## src/rtl/irqc_pkg.sv

```systemverilog
package irqc_pkg;

   typedef enum logic [1:0] {
      KIND_FIXED = 2'd0,
      KIND_RSVD  = 2'd1,
      KIND_PROG  = 2'd2
   } src_kind_e;

   localparam int OFS_STAT = 0;
   localparam int OFS_EN   = 1;
   localparam int OFS_POL  = 2;
   localparam int OFS_TRG  = 3;
   localparam int OFS_VEC  = 4;

   function automatic src_kind_e kind_of(input int idx, input int fixed_last,
                                         input int prog_first);
      if (idx <= fixed_last)      return KIND_FIXED;
      else if (idx < prog_first)  return KIND_RSVD;
      else                        return KIND_PROG;
   endfunction

   function automatic logic [63:0] span_mask(input int lo, input int hi);
      logic [63:0] m;
      m = '0;
      for (int b = 0; b < 64; b++)
         if (b >= lo && b <= hi) m[b] = 1'b1;
      return m;
   endfunction

endpackage

```

## src/rtl/irqc_sync.sv

```systemverilog
module irqc_sync #(
   parameter int WIDTH  = 32,
   parameter int STAGES = 2
) (
   input  logic             clk,
   input  logic             rst_n,
   input  logic [WIDTH-1:0] d_i,
   output logic [WIDTH-1:0] q_o
);
   logic [WIDTH-1:0] stg [STAGES];

   always_ff @(posedge clk or negedge rst_n) begin
      if (!rst_n) begin
         for (int s = 0; s < STAGES; s++) stg[s] <= '0;
      end else begin
         stg[0] <= d_i;
         for (int s = 1; s < STAGES; s++) stg[s] <= stg[s-1];
      end
   end

   assign q_o = stg[STAGES-1];
endmodule

```

## src/rtl/irqc_src_cell.sv

```systemverilog
module irqc_src_cell
   import irqc_pkg::*;
#(
   parameter src_kind_e KIND = KIND_FIXED
) (
   input  logic clk,
   input  logic rst_n,
   input  logic line_i,
   input  logic pol_i,
   input  logic edge_i,
   input  logic clr_i,
   output logic stat_o
);
   if (KIND == KIND_RSVD) begin : g_rsvd
      logic unused_rsvd;
      assign unused_rsvd = ^{clk, rst_n, line_i, pol_i, edge_i, clr_i};
      assign stat_o = 1'b0;
   end else if (KIND == KIND_FIXED) begin : g_fixed
      logic stat_q;
      logic unused_fixed;
      assign unused_fixed = ^{pol_i, edge_i, clr_i};
      always_ff @(posedge clk or negedge rst_n) begin
         if (!rst_n) stat_q <= 1'b0;
         else        stat_q <= line_i;
      end
      assign stat_o = stat_q;

      a_r2_fixed_level: assert property (@(posedge clk) disable iff (!rst_n)
         clr_i && line_i |=> stat_o);
   end else begin : g_prog
      logic act, act_q, stat_q;
      assign act = line_i ~^ pol_i;
      always_ff @(posedge clk or negedge rst_n) begin
         if (!rst_n) begin
            act_q  <= 1'b0;
            stat_q <= 1'b0;
         end else begin
            act_q <= act;
            if (edge_i) stat_q <= (stat_q & ~clr_i) | (act & ~act_q);
            else        stat_q <= act;
         end
      end
      assign stat_o = stat_q;

      a_r5_edge_capture: assert property (@(posedge clk) disable iff (!rst_n)
         edge_i && act && !act_q |=> stat_o);
      a_r5_edge_sticky: assert property (@(posedge clk) disable iff (!rst_n)
         edge_i && stat_o && !clr_i |=> stat_o);
      a_r4_level_track: assert property (@(posedge clk) disable iff (!rst_n)
         !edge_i |=> stat_o == $past(act));
   end
endmodule

```

## src/rtl/irqc_prio.sv

```systemverilog
module irqc_prio #(
   parameter int N  = 32,
   localparam int VW = $clog2(N)
) (
   input  logic [N-1:0]  req_i,
   output logic [VW-1:0] idx_o,
   output logic          found_o
);
   always_comb begin
      found_o = 1'b0;
      idx_o   = '0;
      for (int i = N - 1; i >= 0; i--) begin
         if (req_i[i]) begin
            found_o = 1'b1;
            idx_o   = i[VW-1:0];
         end
      end
   end

   a_r7_vec_pending: assert property (@(req_i) found_o |-> req_i[idx_o]);
   a_r7_vec_lowest:  assert property (@(req_i)
      found_o |-> ((req_i & ((N'(1) << idx_o) - N'(1))) == '0));
endmodule

```

## src/rtl/irqc_top.sv

```systemverilog
module irqc_top
   import irqc_pkg::*;
#(
   parameter int NUM_SRC     = 32,
   parameter int FIXED_LAST  = 18,
   parameter int PROG_FIRST  = 25,
   parameter int SYNC_STAGES = 2,
   parameter int DATA_W      = 32,
   parameter int ADDR_W      = 3,
   localparam int VEC_W      = $clog2(NUM_SRC)
) (
   input  logic              clk,
   input  logic              rst_n,
   input  logic [NUM_SRC-1:0] src_i,
   input  logic              wr_en_i,
   input  logic [ADDR_W-1:0] addr_i,
   input  logic [DATA_W-1:0] wdata_i,
   output logic [DATA_W-1:0] rdata_o,
   output logic              irq_o,
   output logic [VEC_W-1:0]  vec_o,
   output logic              vec_none_o
);
   localparam logic [63:0] FIXED_M64 = span_mask(0, FIXED_LAST);
   localparam logic [63:0] PROG_M64  = span_mask(PROG_FIRST, NUM_SRC - 1);
   localparam logic [NUM_SRC-1:0] FIXED_MASK = FIXED_M64[NUM_SRC-1:0];
   localparam logic [NUM_SRC-1:0] PROG_MASK  = PROG_M64[NUM_SRC-1:0];
   localparam logic [NUM_SRC-1:0] IMPL_MASK  = FIXED_MASK | PROG_MASK;

   if (NUM_SRC < 2 || NUM_SRC > 64) begin : g_bad_n
      $error("NUM_SRC out of range");
   end
   if (FIXED_LAST >= PROG_FIRST || PROG_FIRST >= NUM_SRC) begin : g_bad_split
      $error("source ranges overlap or exceed NUM_SRC");
   end
   if (SYNC_STAGES < 2) begin : g_bad_sync
      $error("SYNC_STAGES must be at least 2");
   end
   if (DATA_W < NUM_SRC || DATA_W <= VEC_W) begin : g_bad_data
      $error("DATA_W too narrow");
   end
   if ((1 << ADDR_W) <= OFS_VEC) begin : g_bad_addr
      $error("ADDR_W too narrow");
   end

   logic [NUM_SRC-1:0] line_s, stat, en_q, pol_q, trg_q, clr;
   logic               found;

   irqc_sync #(.WIDTH(NUM_SRC), .STAGES(SYNC_STAGES)) u_sync (
      .clk(clk), .rst_n(rst_n), .d_i(src_i), .q_o(line_s));

   wire wr_stat = wr_en_i && (int'(addr_i) == OFS_STAT);
   assign clr = wr_stat ? wdata_i[NUM_SRC-1:0] : '0;

   always_ff @(posedge clk or negedge rst_n) begin
      if (!rst_n) begin
         en_q  <= '0;
         pol_q <= PROG_MASK;
         trg_q <= '0;
      end else if (wr_en_i) begin
         case (int'(addr_i))
            OFS_EN:  en_q  <= wdata_i[NUM_SRC-1:0] & IMPL_MASK;
            OFS_POL: pol_q <= wdata_i[NUM_SRC-1:0] & PROG_MASK;
            OFS_TRG: trg_q <= wdata_i[NUM_SRC-1:0] & PROG_MASK;
            default: ;
         endcase
      end
   end

   for (genvar g = 0; g < NUM_SRC; g++) begin : g_cell
      irqc_src_cell #(.KIND(kind_of(g, FIXED_LAST, PROG_FIRST))) u_cell (
         .clk(clk), .rst_n(rst_n), .line_i(line_s[g]), .pol_i(pol_q[g]),
         .edge_i(trg_q[g]), .clr_i(clr[g]), .stat_o(stat[g]));
   end

   irqc_prio #(.N(NUM_SRC)) u_prio (
      .req_i(stat & en_q), .idx_o(vec_o), .found_o(found));

   assign vec_none_o = ~found;
   assign irq_o      = found;

   always_comb begin
      rdata_o = '0;
      case (int'(addr_i))
         OFS_STAT: rdata_o[NUM_SRC-1:0] = stat;
         OFS_EN:   rdata_o[NUM_SRC-1:0] = en_q;
         OFS_POL:  rdata_o[NUM_SRC-1:0] = pol_q | FIXED_MASK;
         OFS_TRG:  rdata_o[NUM_SRC-1:0] = trg_q;
         OFS_VEC: begin
            rdata_o[VEC_W-1:0]  = found ? vec_o : '0;
            rdata_o[DATA_W-1]   = ~found;
         end
         default: ;
      endcase
   end

   a_r6_irq_needs_enable: assert property (@(posedge clk) disable iff (!rst_n)
      irq_o |-> (en_q[vec_o] && stat[vec_o]));
   a_r6_idle_no_irq: assert property (@(posedge clk) disable iff (!rst_n)
      ((stat & en_q) == '0) |-> !irq_o && vec_none_o);
   a_r3_reserved_quiet: assert property (@(posedge clk) disable iff (!rst_n)
      ((stat | en_q | trg_q) & ~IMPL_MASK) == '0);
endmodule

```

## config.mk

```make
export PLATFORM = sky130hd
export DESIGN_NAME = irqc_top
export DESIGN_NICKNAME = d
export VERILOG_FILES = /design/src/rtl/irqc_pkg.sv /design/src/rtl/irqc_sync.sv /design/src/rtl/irqc_src_cell.sv /design/src/rtl/irqc_prio.sv /design/src/rtl/irqc_top.sv
export SDC_FILE = /design/constraint.sdc
export NUM_CORES = 1
export LEC_CHECK = 0
export CAP_MARGIN = 40
export CELL_PAD_IN_SITES_DETAIL_PLACEMENT = 1
export CELL_PAD_IN_SITES_GLOBAL_PLACEMENT = 2
export CORE_MARGIN = 5
export CORE_UTILIZATION = 37
export CTS_CLUSTER_DIAMETER = 150
export DETAILED_ROUTE_END_ITERATION = 12
export MAX_ROUTING_LAYER = met4
export PLACE_DENSITY_LB_ADDON = 0.1
export RECOVER_POWER = 100
export SETUP_SLACK_MARGIN = 0.4
export SLEW_MARGIN = 20
export SYNTH_ARGS = -nofsm -noshare
export SYNTH_HDL_FRONTEND = slang
export SYNTH_SLANG_ARGS = --single-unit
```

## constraint.sdc

```tcl
create_clock -name clk -period 3.7 [get_ports clk]
set_input_delay 0.74 -clock clk [delete_from_list [all_inputs] [get_ports clk]]
set_output_delay 0.74 -clock clk [all_outputs]
set_load 0.03 [all_outputs]
```

==> summary.json <==
{
  "ys_types": 44,
  "leakagePower_uw": 0.00282,
  "worstHoldPathType": "flip-flop to flip-flop",
  "hold_path.startpoint": "u_sync.q_o[10]$_DFF_PN0_",
  "final_core_util_pct": 50.4,
  "grt_max_degree": 61,
  "critical_path_launch_point_type": "input port",
  "endpoint_kind": "primary output",
  "count_of_maximum_capacitance_violations": 1,
  "worst-endpoint-required_ns": 2.96,
  "crit_path_start": "addr_i[2]",
  "place_hpwl_um": 9450,
  "vdd_drop_max_mv": 0.474,
  "cts-root-buf": "sky130_fd_sc_hd__clkbuf_16",
  "globalRoute.totalOverflow": 0,
  "number_of_cells_produced_by_synthesis": 379,
  "switchingPower_uw": 1240,
  "ys_ff_latch": 125,
  "synth.area.mux_share_pct": 12.0,
  "post_synth_instance_area_um2": 5050,
  "syn_to_final_growth_pct": 32.6,
  "number_of_flops_mapped_to_enable_cells_by_yosys": 0,
  "power_frac_clock_pct": 38.3,
  "critical_path.max_stage_delay_ns": 0.59,
  "grt_pass1_wl_um": 21500,
  "timing_hold_violations_final": 0,
  "final-setup-viol-count": 0,
  "area_taken_by_multi_input_logic_gates_um2": 1800,
  "grt_antenna_before_repair": 0,
  "worstMarginPinSlew_ns": 1.99,
  "fin_nets": 561,
  "gp_congestion": 0.788,
  "cts_tree": "done",
  "comb_power_share_pct": 19.7,
  "run_status": "finished, violations left",
  "timing.critical_path.arrival_ns": 2.66,
  "clock_insertion_delay_worst_skew_ns": 0.42,
  "antenna_cells_inserted": 0,
  "synth_xor_area_share_pct": 1.21,
  "fp.dieH_um": 127,
  "fin_hold_ws_ns": 0.344,
  "initial_utilization_pct": 38.0,
  "period_share_pct": 91.9,
  "synth.avg_cell_area_um2": 13.3,
  "area_enclosed_by_the_die_boundary_um2": 16100,
  "wl_um": 13400,
  "h_tree_depth_reported_by_cts": 4,
  "synth-simple-area-share_pct": 9.34,
  "dr.pass1.iters": 6,
  "route.antenna.remaining_nets": 0,
  "reg_power_share_pct": 42.0,
  "stdcell_area_um2": 6700,
  "share_of_post_route_cells_with_drive_strength_above_1_pct": 24.5,
  "worst_clock_skew_ns": 0.00519,
  "count_of_unresolved_drc_violations_after_routing": 0,
  "max_freq_ghz": 0.294,
  "cts.sinks": 125,
  "final.fill_count": 1371,
  "final-max-slew-violation-count": 36,
  "routed-via-count": 3509,
  "yosysWarnings": 0,
  "starting_drt_drc_count": 226,
  "critical_path_peak_fanout": 12,
  "rsz0062_at_grt": "false",
  "cts.clk_slew.worst_paths_ns": 0.06,
  "power-per-cell-area_nw_per_um2": 627,
  "finalSetupTns_ns": 0,
  "clk_path_buf_depth": 2,
  "synth_area_in_adders_pct": 0,
  "worst_path_cell_trace": "dlygate4sd3_1 > clkbuf_2 > a21oi_1 > a31o_2 > a211oi_1 > nor3_1 > buf_4 > buf_12",
  "ys_async_sr_fraction_pct": 100,
  "io-pin-count": 109,
  "max_slew_headroom_pct": -32.5,
  "worst-path-buf-inv": 4,
  "swShare_pct": 29.4,
  "cts_made_buffers": 17,
  "io_buffer_count": 90,
  "grt_util_all_layers_pct": 18.1,
  "cell_count_after_placement": 646,
  "criticalPathCategory": "input port to primary output",
  "ff_latch_area_um2": 3140,
  "most_frequently_used_flop_master_after_synthesis": "sky130_fd_sc_hd__dfrtp_1",
  "detail_route.vias_per_cell": 5.17,
  "path_delay_family": "buffers and inverters",
  "place_area_um2": 6300,
  "layoutNonFillerInstCount": 679,
  "number_of_global_route_vias_before_repair": 3966,
  "p_int_uw": 2960,
  "floorplan.rows": 42,
  "min_period_ns": 3.40,
  "critPathSlowestCell": "sky130_fd_sc_hd__dlygate4sd3_1",
  "timing.rr.start": "pol_q[26]$_DFFE_PN1P_",
  "fp.dieW_um": 127,
  "failed_checks": "capacitance limit, slew limit",
  "yosysSeqAreaShare_pct": 62.1,
  "synth_top_family_by_area": "compound AO/OA/AOI/OAI gates",
  "synth_compound_area_share_pct": 12.4,
  "routed_wire_length_per_instance_um": 19.7,
  "core_area_um2": 13300
}
==> per-layer routing <==
metal	vias to the layer above	GRT usage, %	share of wire (%)
met5	-	-	0
met3	16	5.51	5.4
met2	112	27.1	46
li1	1594	-	-
met1	1787	23.7	46
met4	0	6.06	1.6
==> logic make-up after synthesis <==
logic type | count (synthesis)
compound gates | 75
xor+xnor | 7
buf+inv | 22
flops | 125
mux | 47
other cells | 1
simple gates | 102
==> registers in the layout (all words and copies together) (netlist names) <==
name / count
u_sync.stg: 26
pol_q: 7
en_q: 26
u_sync.q_o: 26
g_cell.u_cell.g_prog.act_q: 7
g_cell.u_cell.stat_o: 26
trg_q: 7
==> area by class of cell <==
class | count | area share (%)
clock buffer | 17 | 6.35
timing repair buffer | 108 | 14.3
clock inverter | 14 | 2.19
tap | 176 | 3.29
multi-input combinational | 237 | 26.9
inverter | 2 | 0.112
sequential | 125 | 46.9
==> worst paths after layout <==
check                                                     endpoint  slack [ns]  depth (start not counted)
max in group asynchronous                      en_q[3]$_DFFE_PN0P_        1.20                          2
worst max register to register  g_cell[26].u_cell.stat_o$_DFF_PN0_        2.67                          2
worst min register to register  g_cell[10].u_cell.stat_o$_DFF_PN0_        0.34                          0
min in group asynchronous                 u_sync.q_o[28]$_DFF_PN0_        0.88                          1
worst min-delay path            g_cell[10].u_cell.stat_o$_DFF_PN0_        0.34                          0
worst max-delay path                                    rdata_o[0]        0.30                          8
==> synthesized netlist by cell type (4+ instances only) <==
| cell | n | area (um2) |
|---|---|---|
| sky130_fd_sc_hd__a22o_2 | 7 | 70.1 |
| sky130_fd_sc_hd__and2_1 | 8 | 50.1 |
| sky130_fd_sc_hd__a2bb2oi_1 | 15 | 131 |
| sky130_fd_sc_hd__mux4_2 | 7 | 158 |
| sky130_fd_sc_hd__a32o_1 | 12 | 120 |
| sky130_fd_sc_hd__dfstp_2 | 7 | 184 |
| sky130_fd_sc_hd__a222oi_1 | 4 | 40.0 |
| sky130_fd_sc_hd__a22oi_1 | 5 | 37.5 |
| sky130_fd_sc_hd__a31oi_1 | 5 | 31.3 |
| sky130_fd_sc_hd__xnor2_1 | 7 | 61.3 |
| sky130_fd_sc_hd__o21ai_0 | 4 | 20.0 |
| sky130_fd_sc_hd__nor2_1 | 39 | 146 |
| sky130_fd_sc_hd__nand2_1 | 36 | 135 |
| sky130_fd_sc_hd__nand3_1 | 8 | 40.0 |
| sky130_fd_sc_hd__buf_2 | 6 | 30.0 |
| sky130_fd_sc_hd__buf_4 | 8 | 60.1 |
| sky130_fd_sc_hd__dfrtp_1 | 118 | 2950 |
| sky130_fd_sc_hd__a22o_1 | 6 | 52.6 |
| sky130_fd_sc_hd__mux2_2 | 40 | 450 |
==> cells in the final DEF (no fill, tap or decap), drive strengths merged, types with 6 or more instances in the layout <==
cell	count
a22o	13
mux4	7
nand3	8
dfrtp	118
nor2	40
clkbuf	40
dfstp	7
buf	27
a2bb2oi	15
nand2	36
a32o	12
clkinv	8
clkdlybuf4s50	27
conb	6
xnor2	7
dlygate4sd3	27
mux2	40
and2	8
==> worst reg2reg max path: stages (launching register included) <==
cell and delay, ns:
sky130_fd_sc_hd__dfstp_1 0.57, sky130_fd_sc_hd__xnor2_1 0.12, sky130_fd_sc_hd__a32o_1 0.22
==> per-stage QoR <==
step | setup slack, ns | power (uW)
after floorplan | 0.795 | 2260
after global routing | 0.212 | 4410
final | 0.301 | 4200
after CTS | 0.308 | 4290
after detailed placement | 0.243 | 2650
after global placement | 0.259 | 2620
==> repair_timing <==
item / in CTS / in global routing
pin swaps: 2 / 0
setup buffers: 2 / 0
hold buffers: 0 / 0
resized for setup: 6 / 11
setup endpoints to repair: 13 / 8
==> power by group through the flow <==
stage	Combinational (uW)	Sequential (uW)	Clock, uW
3_3_place_gp	850	1770	0
3_5_place_dp	866	1780	0
4_1_cts	877	1760	1650
2_1_floorplan	548	1710	0
6_report	828	1760	1610
5_1_grt	896	1790	1720
Note: power is estimated with default switching activity, not from simulation.
